File: config.mk
export PLATFORM = sky130hd
export DESIGN_NAME = stat_report_unit
export DESIGN_NICKNAME = d
export VERILOG_FILES = /design/src/rtl/stat_pkg.sv /design/src/rtl/stat_edge_detect.sv /design/src/rtl/stat_limit_event.sv /design/src/rtl/stat_summary.sv /design/src/rtl/stat_regbus.sv /design/src/rtl/stat_report_unit.sv
export SDC_FILE = /design/constraint.sdc
export NUM_CORES = 1
export LEC_CHECK = 0
export CAP_MARGIN = 20
export CELL_PAD_IN_SITES_DETAIL_PLACEMENT = 2
export CELL_PAD_IN_SITES_GLOBAL_PLACEMENT = 2
export CORE_MARGIN = 4
export CORE_UTILIZATION = 32
export DETAILED_ROUTE_END_ITERATION = 16
export PLACE_DENSITY_LB_ADDON = 0.25
export SLEW_MARGIN = 20
export SYNTH_ARGS = -nofsm -noshare
export SYNTH_HDL_FRONTEND = slang
export SYNTH_SLANG_ARGS = --single-unit
export TNS_END_PERCENT = 20
File: constraint.sdc
create_clock -name clk -period 1.89 [get_ports clk]
set_input_delay 0.4725 -clock clk [delete_from_list [all_inputs] [get_ports clk]]
set_output_delay 0.4725 -clock clk [all_outputs]
set_load 0.01 [all_outputs]
File: src/rtl/stat_pkg.sv
package stat_pkg;

    localparam int DATA_W = 8;
    localparam int N_KIND = 3;

    localparam int KIND_CUR  = 0;
    localparam int KIND_VOLT = 1;
    localparam int KIND_TRIP = 2;

    localparam int BIT_LIM = 0;
    localparam int BIT_MAV = 4;
    localparam int BIT_ESB = 5;
    localparam int BIT_REQ = 6;
    localparam int BIT_FLT = 7;

    typedef enum logic [2:0] {
        ADDR_EVT    = 3'd0,
        ADDR_EVT_EN = 3'd1,
        ADDR_STB    = 3'd2,
        ADDR_SRE    = 3'd3,
        ADDR_POLL   = 3'd4
    } reg_addr_e;

    typedef struct packed {
        logic              req;
        logic              wr;
        reg_addr_e         addr;
        logic [DATA_W-1:0] wdata;
    } bus_cmd_t;

    typedef struct packed {
        logic flt;
        logic esb;
        logic mav;
        logic lim;
    } stb_src_t;

    function automatic logic [DATA_W-1:0] pack_stb(input stb_src_t s, input logic b6);
        logic [DATA_W-1:0] v;
        v          = '0;
        v[BIT_LIM] = s.lim;
        v[BIT_MAV] = s.mav;
        v[BIT_ESB] = s.esb;
        v[BIT_REQ] = b6;
        v[BIT_FLT] = s.flt;
        return v;
    endfunction

    localparam logic [DATA_W-1:0] SRE_KEEP = ~(DATA_W'(1) << BIT_REQ);

endpackage

File: src/rtl/stat_edge_detect.sv
module stat_edge_detect #(
    parameter int N = 6
) (
    input  logic         clk,
    input  logic         rst,
    input  logic [N-1:0] cond_i,
    output logic [N-1:0] edge_o
);
    logic [N-1:0] cond_q;

    always_ff @(posedge clk) begin
        if (rst) cond_q <= '0;
        else     cond_q <= cond_i;
    end

    genvar g;
    generate
        for (g = 0; g < N; g++) begin : g_bit
            assign edge_o[g] = cond_i[g] ^ cond_q[g];
        end
    endgenerate
endmodule

File: src/rtl/stat_limit_event.sv
module stat_limit_event #(
    parameter int W = 6
) (
    input  logic         clk,
    input  logic         rst,
    input  logic [W-1:0] edge_i,
    input  logic         clr_i,
    input  logic         en_wr_i,
    input  logic [W-1:0] en_wdata_i,
    output logic [W-1:0] evt_o,
    output logic [W-1:0] en_o,
    output logic         lim_o
);
    logic [W-1:0] evt_q;
    logic [W-1:0] en_q;
    logic [W-1:0] evt_base;

    always_comb evt_base = clr_i ? '0 : evt_q;

    always_ff @(posedge clk) begin
        if (rst) begin
            evt_q <= '0;
            en_q  <= '0;
        end else begin
            evt_q <= evt_base | edge_i;
            if (en_wr_i) en_q <= en_wdata_i;
        end
    end

    assign evt_o = evt_q;
    assign en_o  = en_q;
    assign lim_o = |(evt_q & en_q);
endmodule

File: src/rtl/stat_summary.sv
module stat_summary
    import stat_pkg::*;
(
    input  logic              clk,
    input  logic              rst,
    input  logic              lim_i,
    input  logic              esb_i,
    input  logic              fault_i,
    input  logic              mav_set_i,
    input  logic              mav_clr_i,
    input  logic              sre_wr_i,
    input  logic [DATA_W-1:0] sre_wdata_i,
    input  logic              poll_i,
    output logic [DATA_W-1:0] stb_live_o,
    output logic [DATA_W-1:0] stb_poll_o,
    output logic [DATA_W-1:0] sre_o,
    output logic              mav_o,
    output logic              mss_o,
    output logic              rqs_o
);
    logic              mav_q;
    logic [DATA_W-1:0] sre_q;
    logic              mss_q;
    logic              rqs_q;
    stb_src_t          src;
    logic [DATA_W-1:0] stb_base;
    logic              mss;
    logic              mss_rise;

    always_comb begin
        src.flt  = fault_i;
        src.esb  = esb_i;
        src.mav  = mav_q;
        src.lim  = lim_i;
        stb_base = pack_stb(src, 1'b0);
        mss      = |(stb_base & sre_q);
        mss_rise = mss & ~mss_q;
    end

    always_ff @(posedge clk) begin
        if (rst) begin
            mav_q <= 1'b0;
            sre_q <= '0;
            mss_q <= 1'b0;
            rqs_q <= 1'b0;
        end else begin
            if (mav_set_i)      mav_q <= 1'b1;
            else if (mav_clr_i) mav_q <= 1'b0;
            if (sre_wr_i) sre_q <= sre_wdata_i & SRE_KEEP;
            mss_q <= mss;
            if (mss_rise)    rqs_q <= 1'b1;
            else if (poll_i) rqs_q <= 1'b0;
        end
    end

    assign stb_live_o = pack_stb(src, mss);
    assign stb_poll_o = pack_stb(src, rqs_q);
    assign sre_o      = sre_q;
    assign mav_o      = mav_q;
    assign mss_o      = mss;
    assign rqs_o      = rqs_q;
endmodule

File: src/rtl/stat_regbus.sv
module stat_regbus
    import stat_pkg::*;
#(
    parameter int EW = 6
) (
    input  logic              clk,
    input  logic              rst,
    input  bus_cmd_t          cmd_i,
    input  logic [EW-1:0]     evt_i,
    input  logic [EW-1:0]     evt_en_i,
    input  logic [DATA_W-1:0] stb_live_i,
    input  logic [DATA_W-1:0] stb_poll_i,
    input  logic [DATA_W-1:0] sre_i,
    output logic              evt_clr_o,
    output logic              evt_en_wr_o,
    output logic              sre_wr_o,
    output logic              poll_o,
    output logic [DATA_W-1:0] rdata_o,
    output logic              rvalid_o
);
    logic              rd;
    logic              wr;
    logic [DATA_W-1:0] rmux;
    logic [DATA_W-1:0] rdata_q;
    logic              rvalid_q;

    always_comb begin
        rd          = cmd_i.req & ~cmd_i.wr;
        wr          = cmd_i.req &  cmd_i.wr;
        evt_clr_o   = rd & (cmd_i.addr == ADDR_EVT);
        poll_o      = rd & (cmd_i.addr == ADDR_POLL);
        evt_en_wr_o = wr & (cmd_i.addr == ADDR_EVT_EN);
        sre_wr_o    = wr & (cmd_i.addr == ADDR_SRE);
        case (cmd_i.addr)
            ADDR_EVT:    rmux = DATA_W'(evt_i);
            ADDR_EVT_EN: rmux = DATA_W'(evt_en_i);
            ADDR_STB:    rmux = stb_live_i;
            ADDR_SRE:    rmux = sre_i;
            ADDR_POLL:   rmux = stb_poll_i;
            default:     rmux = '0;
        endcase
    end

    always_ff @(posedge clk) begin
        if (rst) begin
            rdata_q  <= '0;
            rvalid_q <= 1'b0;
        end else begin
            rvalid_q <= rd;
            if (rd) rdata_q <= rmux;
        end
    end

    assign rdata_o  = rdata_q;
    assign rvalid_o = rvalid_q;
endmodule

File: src/rtl/stat_report_unit.sv
module stat_report_unit
    import stat_pkg::*;
#(
    parameter int NUM_OUT = 2
) (
    input  logic               clk,
    input  logic               rst,
    input  logic [NUM_OUT-1:0] cur_lim_i,
    input  logic [NUM_OUT-1:0] volt_lim_i,
    input  logic [NUM_OUT-1:0] trip_i,
    input  logic               esb_i,
    input  logic               fault_i,
    input  logic               mav_set_i,
    input  logic               mav_clr_i,
    input  logic               bus_req_i,
    input  logic               bus_wr_i,
    input  logic [2:0]         bus_addr_i,
    input  logic [DATA_W-1:0]  bus_wdata_i,
    output logic [DATA_W-1:0]  bus_rdata_o,
    output logic               bus_rvalid_o,
    output logic               srq_o
);
    localparam int EW = N_KIND * NUM_OUT;

    logic [EW-1:0]     cond_all;
    logic [EW-1:0]     ev_edge;
    logic [EW-1:0]     lev;
    logic [EW-1:0]     lev_en;
    logic              lim;
    logic              evt_clr;
    logic              evt_en_wr;
    logic              sre_wr;
    logic              poll;
    logic [DATA_W-1:0] stb_live;
    logic [DATA_W-1:0] stb_poll;
    logic [DATA_W-1:0] sre;
    logic              mav;
    logic              mss;
    logic              rqs;
    bus_cmd_t          cmd;

    genvar k;
    generate
        for (k = 0; k < NUM_OUT; k++) begin : g_out
            assign cond_all[N_KIND*k + KIND_CUR]  = cur_lim_i[k];
            assign cond_all[N_KIND*k + KIND_VOLT] = volt_lim_i[k];
            assign cond_all[N_KIND*k + KIND_TRIP] = trip_i[k];
        end
    endgenerate

    always_comb begin
        cmd.req   = bus_req_i;
        cmd.wr    = bus_wr_i;
        cmd.addr  = reg_addr_e'(bus_addr_i);
        cmd.wdata = bus_wdata_i;
    end

    stat_edge_detect #(.N(EW)) u_edge (
        .clk    (clk),
        .rst    (rst),
        .cond_i (cond_all),
        .edge_o (ev_edge)
    );

    stat_limit_event #(.W(EW)) u_evt (
        .clk        (clk),
        .rst        (rst),
        .edge_i     (ev_edge),
        .clr_i      (evt_clr),
        .en_wr_i    (evt_en_wr),
        .en_wdata_i (cmd.wdata[EW-1:0]),
        .evt_o      (lev),
        .en_o       (lev_en),
        .lim_o      (lim)
    );

    stat_summary u_sum (
        .clk         (clk),
        .rst         (rst),
        .lim_i       (lim),
        .esb_i       (esb_i),
        .fault_i     (fault_i),
        .mav_set_i   (mav_set_i),
        .mav_clr_i   (mav_clr_i),
        .sre_wr_i    (sre_wr),
        .sre_wdata_i (cmd.wdata),
        .poll_i      (poll),
        .stb_live_o  (stb_live),
        .stb_poll_o  (stb_poll),
        .sre_o       (sre),
        .mav_o       (mav),
        .mss_o       (mss),
        .rqs_o       (rqs)
    );

    stat_regbus #(.EW(EW)) u_bus (
        .clk         (clk),
        .rst         (rst),
        .cmd_i       (cmd),
        .evt_i       (lev),
        .evt_en_i    (lev_en),
        .stb_live_i  (stb_live),
        .stb_poll_i  (stb_poll),
        .sre_i       (sre),
        .evt_clr_o   (evt_clr),
        .evt_en_wr_o (evt_en_wr),
        .sre_wr_o    (sre_wr),
        .poll_o      (poll),
        .rdata_o     (bus_rdata_o),
        .rvalid_o    (bus_rvalid_o)
    );

    assign srq_o = rqs;
endmodule

==> results.py <==
metrics = {
    "run_status": {
        "status": "finished, final reports clean",
    },
    "route": {
        "wl_per_cell_um": 17.14,
        "met1_length_um": 2071,
        "route.met3.wl_um": 166,
        "avgViaCountPerCell": 5.028,
        "drc": 0,
        "vias": 1448,
        "antenna_left": 0,
        "top_signal_layer_used": "met4",
        "drt_pass1_iterations": 3,
        "first_iter_violations": 45,
        "routed_wirelength_um": 4937,
        "dr_wl_met2_um": 2604,
    },
    "global_route": {
        "track_usage_pct": 18.01,
        "antenna_found_initial": 0,
        "grt_pass1_wl_um": 8500,
        "grt_pass1_vias": 1676,
        "grt-ovfl-total": 0,
        "grt_max_degree": 21,
    },
    "floorplanning": {
        "io_pins": 35,
        "core_mm2": 0.004755,
        "num_rows": 25,
        "start_util_pct": 33.16,
        "die_h_um": 78.19,
        "die_w_um": 78.19,
        "die-area_mm2": 0.006114,
    },
    "clock_network": {
        "path_clk_slew_ns": 0.08,
        "cts.hold.buffers_added": 0,
        "insertion_delay_ns": 0.30,
        "cts.sinks": 37,
        "cts_tree": "built",
        "post_cts.repair.setup_buffers": 0,
        "cts-root-buf": "clkbuf_8",
        "htreeDepth": 2,
        "numCtsBuffers": 5,
        "cts_buffer_depth": 2,
    },
    "logic_synthesis": {
        "synth_area_mm2": 0.001577,
        "synth.avg_cell_area_um2": 9.274,
        "seq_area_frac_synth_pct": 46.98,
        "synthAdderAreaFrac_pct": 0,
        "ys_types": 34,
        "synth_xor_area_share_pct": 3.889,
        "synthesis.instances": 170,
        "synthMuxAreaShare_pct": 8.254,
        "synth_nets": 195,
        "synth-seq-cells": 37,
        "synth_top_family_by_area": "simple AND/OR/NAND/NOR gates",
        "yosysWarnings": 0,
        "synth-simple-area-share_pct": 19.44,
        "synth_compound_area_share_pct": 18.33,
    },
    "worst_setup_path": {
        "rrSetupSlack_ns": 0.61,
        "cp-end-kind": "output pin",
        "critPathTopFamily": "buffers and inverters",
        "path_cells": "clkdlybuf4s50_1",
        "cp.required_ns": 1.42,
        "cp_slowest_cell": "clkdlybuf4s50_1",
        "cp_num_buf_inv": 1,
        "worst_setup_path_start_kind": "register",
        "cp_max_fo": 3,
        "slowest_delay_ns": 0.55,
        "critPathArrivalTime_ns": 1.21,
        "criticalPathCategory": "register to output pin",
    },
    "timing": {
        "worstMarginPinSlew_ns": 0.3847,
        "finalHoldViolations": 0,
        "fmax_mhz": 594.0,
        "setup_ws_ns": 0.2064,
        "period_needed_ns": 1.684,
        "rsz0062_at_grt": "no",
        "fin_skew_ns": 0.009088,
        "maxSlewViolCount": 0,
        "setup_viol": 0,
        "slew-limit-headroom_pct": 74.27,
        "min_period_over_period_pct": 89.08,
    },
    "min_path": {
        "min_path_type": "register to register",
    },
    "pwr": {
        "p_leak_nw": 0.8500,
        "power_switching_uw": 440.4,
        "sw_frac_of_total_pct": 24.85,
        "p_clk_share_pct": 39.8,
        "ir_drop_mv": 0.3871,
        "power_frac_seq_pct": 47.0,
        "power_frac_comb_pct": 13.2,
        "intPower_mw": 1.332,
        "power_density_mw_per_mm2": 795.6,
    },
    "finish": {
        "final_cell_mix": "dfxtp_1, clkdlybuf4s50_1, nor2_1",
        "nets": 245,
        "area_delta_synth_final_pct": 41.27,
        "fill_cells": 523,
        "final_layout_size_suffix_gt1_share_pct": 13.12,
        "stdcell_count": 288,
        "diodes": 0,
        "layout.cells.most_common": "dfxtp_1",
    },
    "placed_design": {
        "dpl.cell_count": 280,
        "detailed_place_hpwl_um": 3797,
        "place_congestion": 0.7953,
        "place_ws_ns": -0.2695,
        "portBuffers": 33,
    },
    "run": {
        "max-cap-violations": 0,
    },
}
-- through the flow --
| step | util (%) | instance area [um^2] | hold WS (ns) | total power, mW | TNS (ns) |
|---|---|---|---|---|---|
| after CTS | 46.79 | 2225 | 0.4344 | 1.803 | 0 |
| final | 46.84 | 2227 | 0.4294 | 1.772 | 0 |
| after global routing | 46.84 | 2227 | 0.4544 | 1.861 | 0 |
| after global placement | 44.37 | 2110 | 0.4089 | 1.071 | -1.846 |
| after floorplan | - | 1577 | 0.3977 | 0.9490 | 0 |
| after detailed placement | 44.37 | 2110 | 0.4181 | 1.084 | -3.329 |
-- final timing paths --
| kind | start | end | depth (start not counted) |
|---|---|---|---|
| min reg2reg | u_sum.mss_q$_SDFF_PP0_ | u_sum.rqs_o$_SDFFE_PP0P_ | 1 |
| max | u_sum.rqs_o$_SDFFE_PP0P_ | srq_o | 1 |
| min | u_sum.mss_q$_SDFF_PP0_ | u_sum.rqs_o$_SDFFE_PP0P_ | 1 |
| max reg2reg | u_evt.evt_o[2]$_SDFF_PP0_ | u_bus.rdata_o[6]$_SDFFE_PP0P_ | 4 |
-- cell families after synthesis --
group           after synthesis
compound gates               45
xor+xnor                      7
mux                          13
simple gates                 58
flops                        37
buf+inv                      10
-- area by class of cell --
| type | count | area [um^2] | area share (%) |
|---|---|---|---|
| clock inverter | 3 | 46.29 | 2.079 |
| inverter | 2 | 7.507 | 0.3371 |
| clock buffer | 5 | 68.82 | 3.090 |
| sequential | 37 | 740.7 | 33.26 |
| timing repair buffer | 51 | 493.0 | 22.13 |
| multi-input combinational | 123 | 787.0 | 35.34 |
| tap | 67 | 83.83 | 3.764 |
-- sequential cells by signal, summed over array words and instances (netlist names), 6 cells and up --
name,cells
u_bus.rdata_o,8
u_edge.cond_q,6
u_evt.en_o,6
u_evt.evt_o,6
u_sum.sre_o,7
-- layer usage --
layer  vias to the layer above  GRT usage (%)
met5                         -              0
met4                         0          6.469
met3                        10          4.472
met2                        26          32.45
met1                       712          20.51
li1                        700              -
-- cells in the mapped netlist, drive strengths merged --
library cell | number | area share (%)
mux2i | 13 | 8.3
clkbuf | 2 | 0.48
buf | 6 | 2.1
o31ai | 1 | 0.48
o311ai | 1 | 0.56
a21oi | 15 | 4.8
and2 | 1 | 0.40
o21ai | 7 | 2.2
nand2 | 11 | 3.1
a2bb2oi | 4 | 2.2
a211oi | 3 | 1.4
nor3b | 2 | 1.7
nand4 | 1 | 0.40
a31oi | 3 | 1.2
o211ai | 1 | 0.48
dfxtp | 37 | 47
nand2b | 1 | 0.40
a22oi | 7 | 3.3
nor2 | 27 | 6.4
nor2b | 7 | 2.8
xor2 | 6 | 3.3
nand3 | 2 | 0.63
nor4b | 1 | 0.56
inv | 2 | 0.48
xnor2 | 1 | 0.56
nand4b | 1 | 0.56
nand3b | 3 | 2.2
nor3 | 1 | 0.32
o2bb2ai | 3 | 1.7
-- power groups by stage --
stage / clock network, mW / logic (mW) / registers (mW)
finish: 0.705 / 0.233 / 0.834
global route: 0.767 / 0.258 / 0.837
CTS: 0.732 / 0.236 / 0.834
detailed placement: 0 / 0.232 / 0.852
global placement: 0 / 0.221 / 0.850
floorplan: 0 / 0.102 / 0.847
-- timing repair --
item | CTS | global route
resized for setup | 0 | 1
hold endpoints to repair | 0 | 0
setup endpoints to repair | 0 | 6
Power figures use the tool's default switching activity.
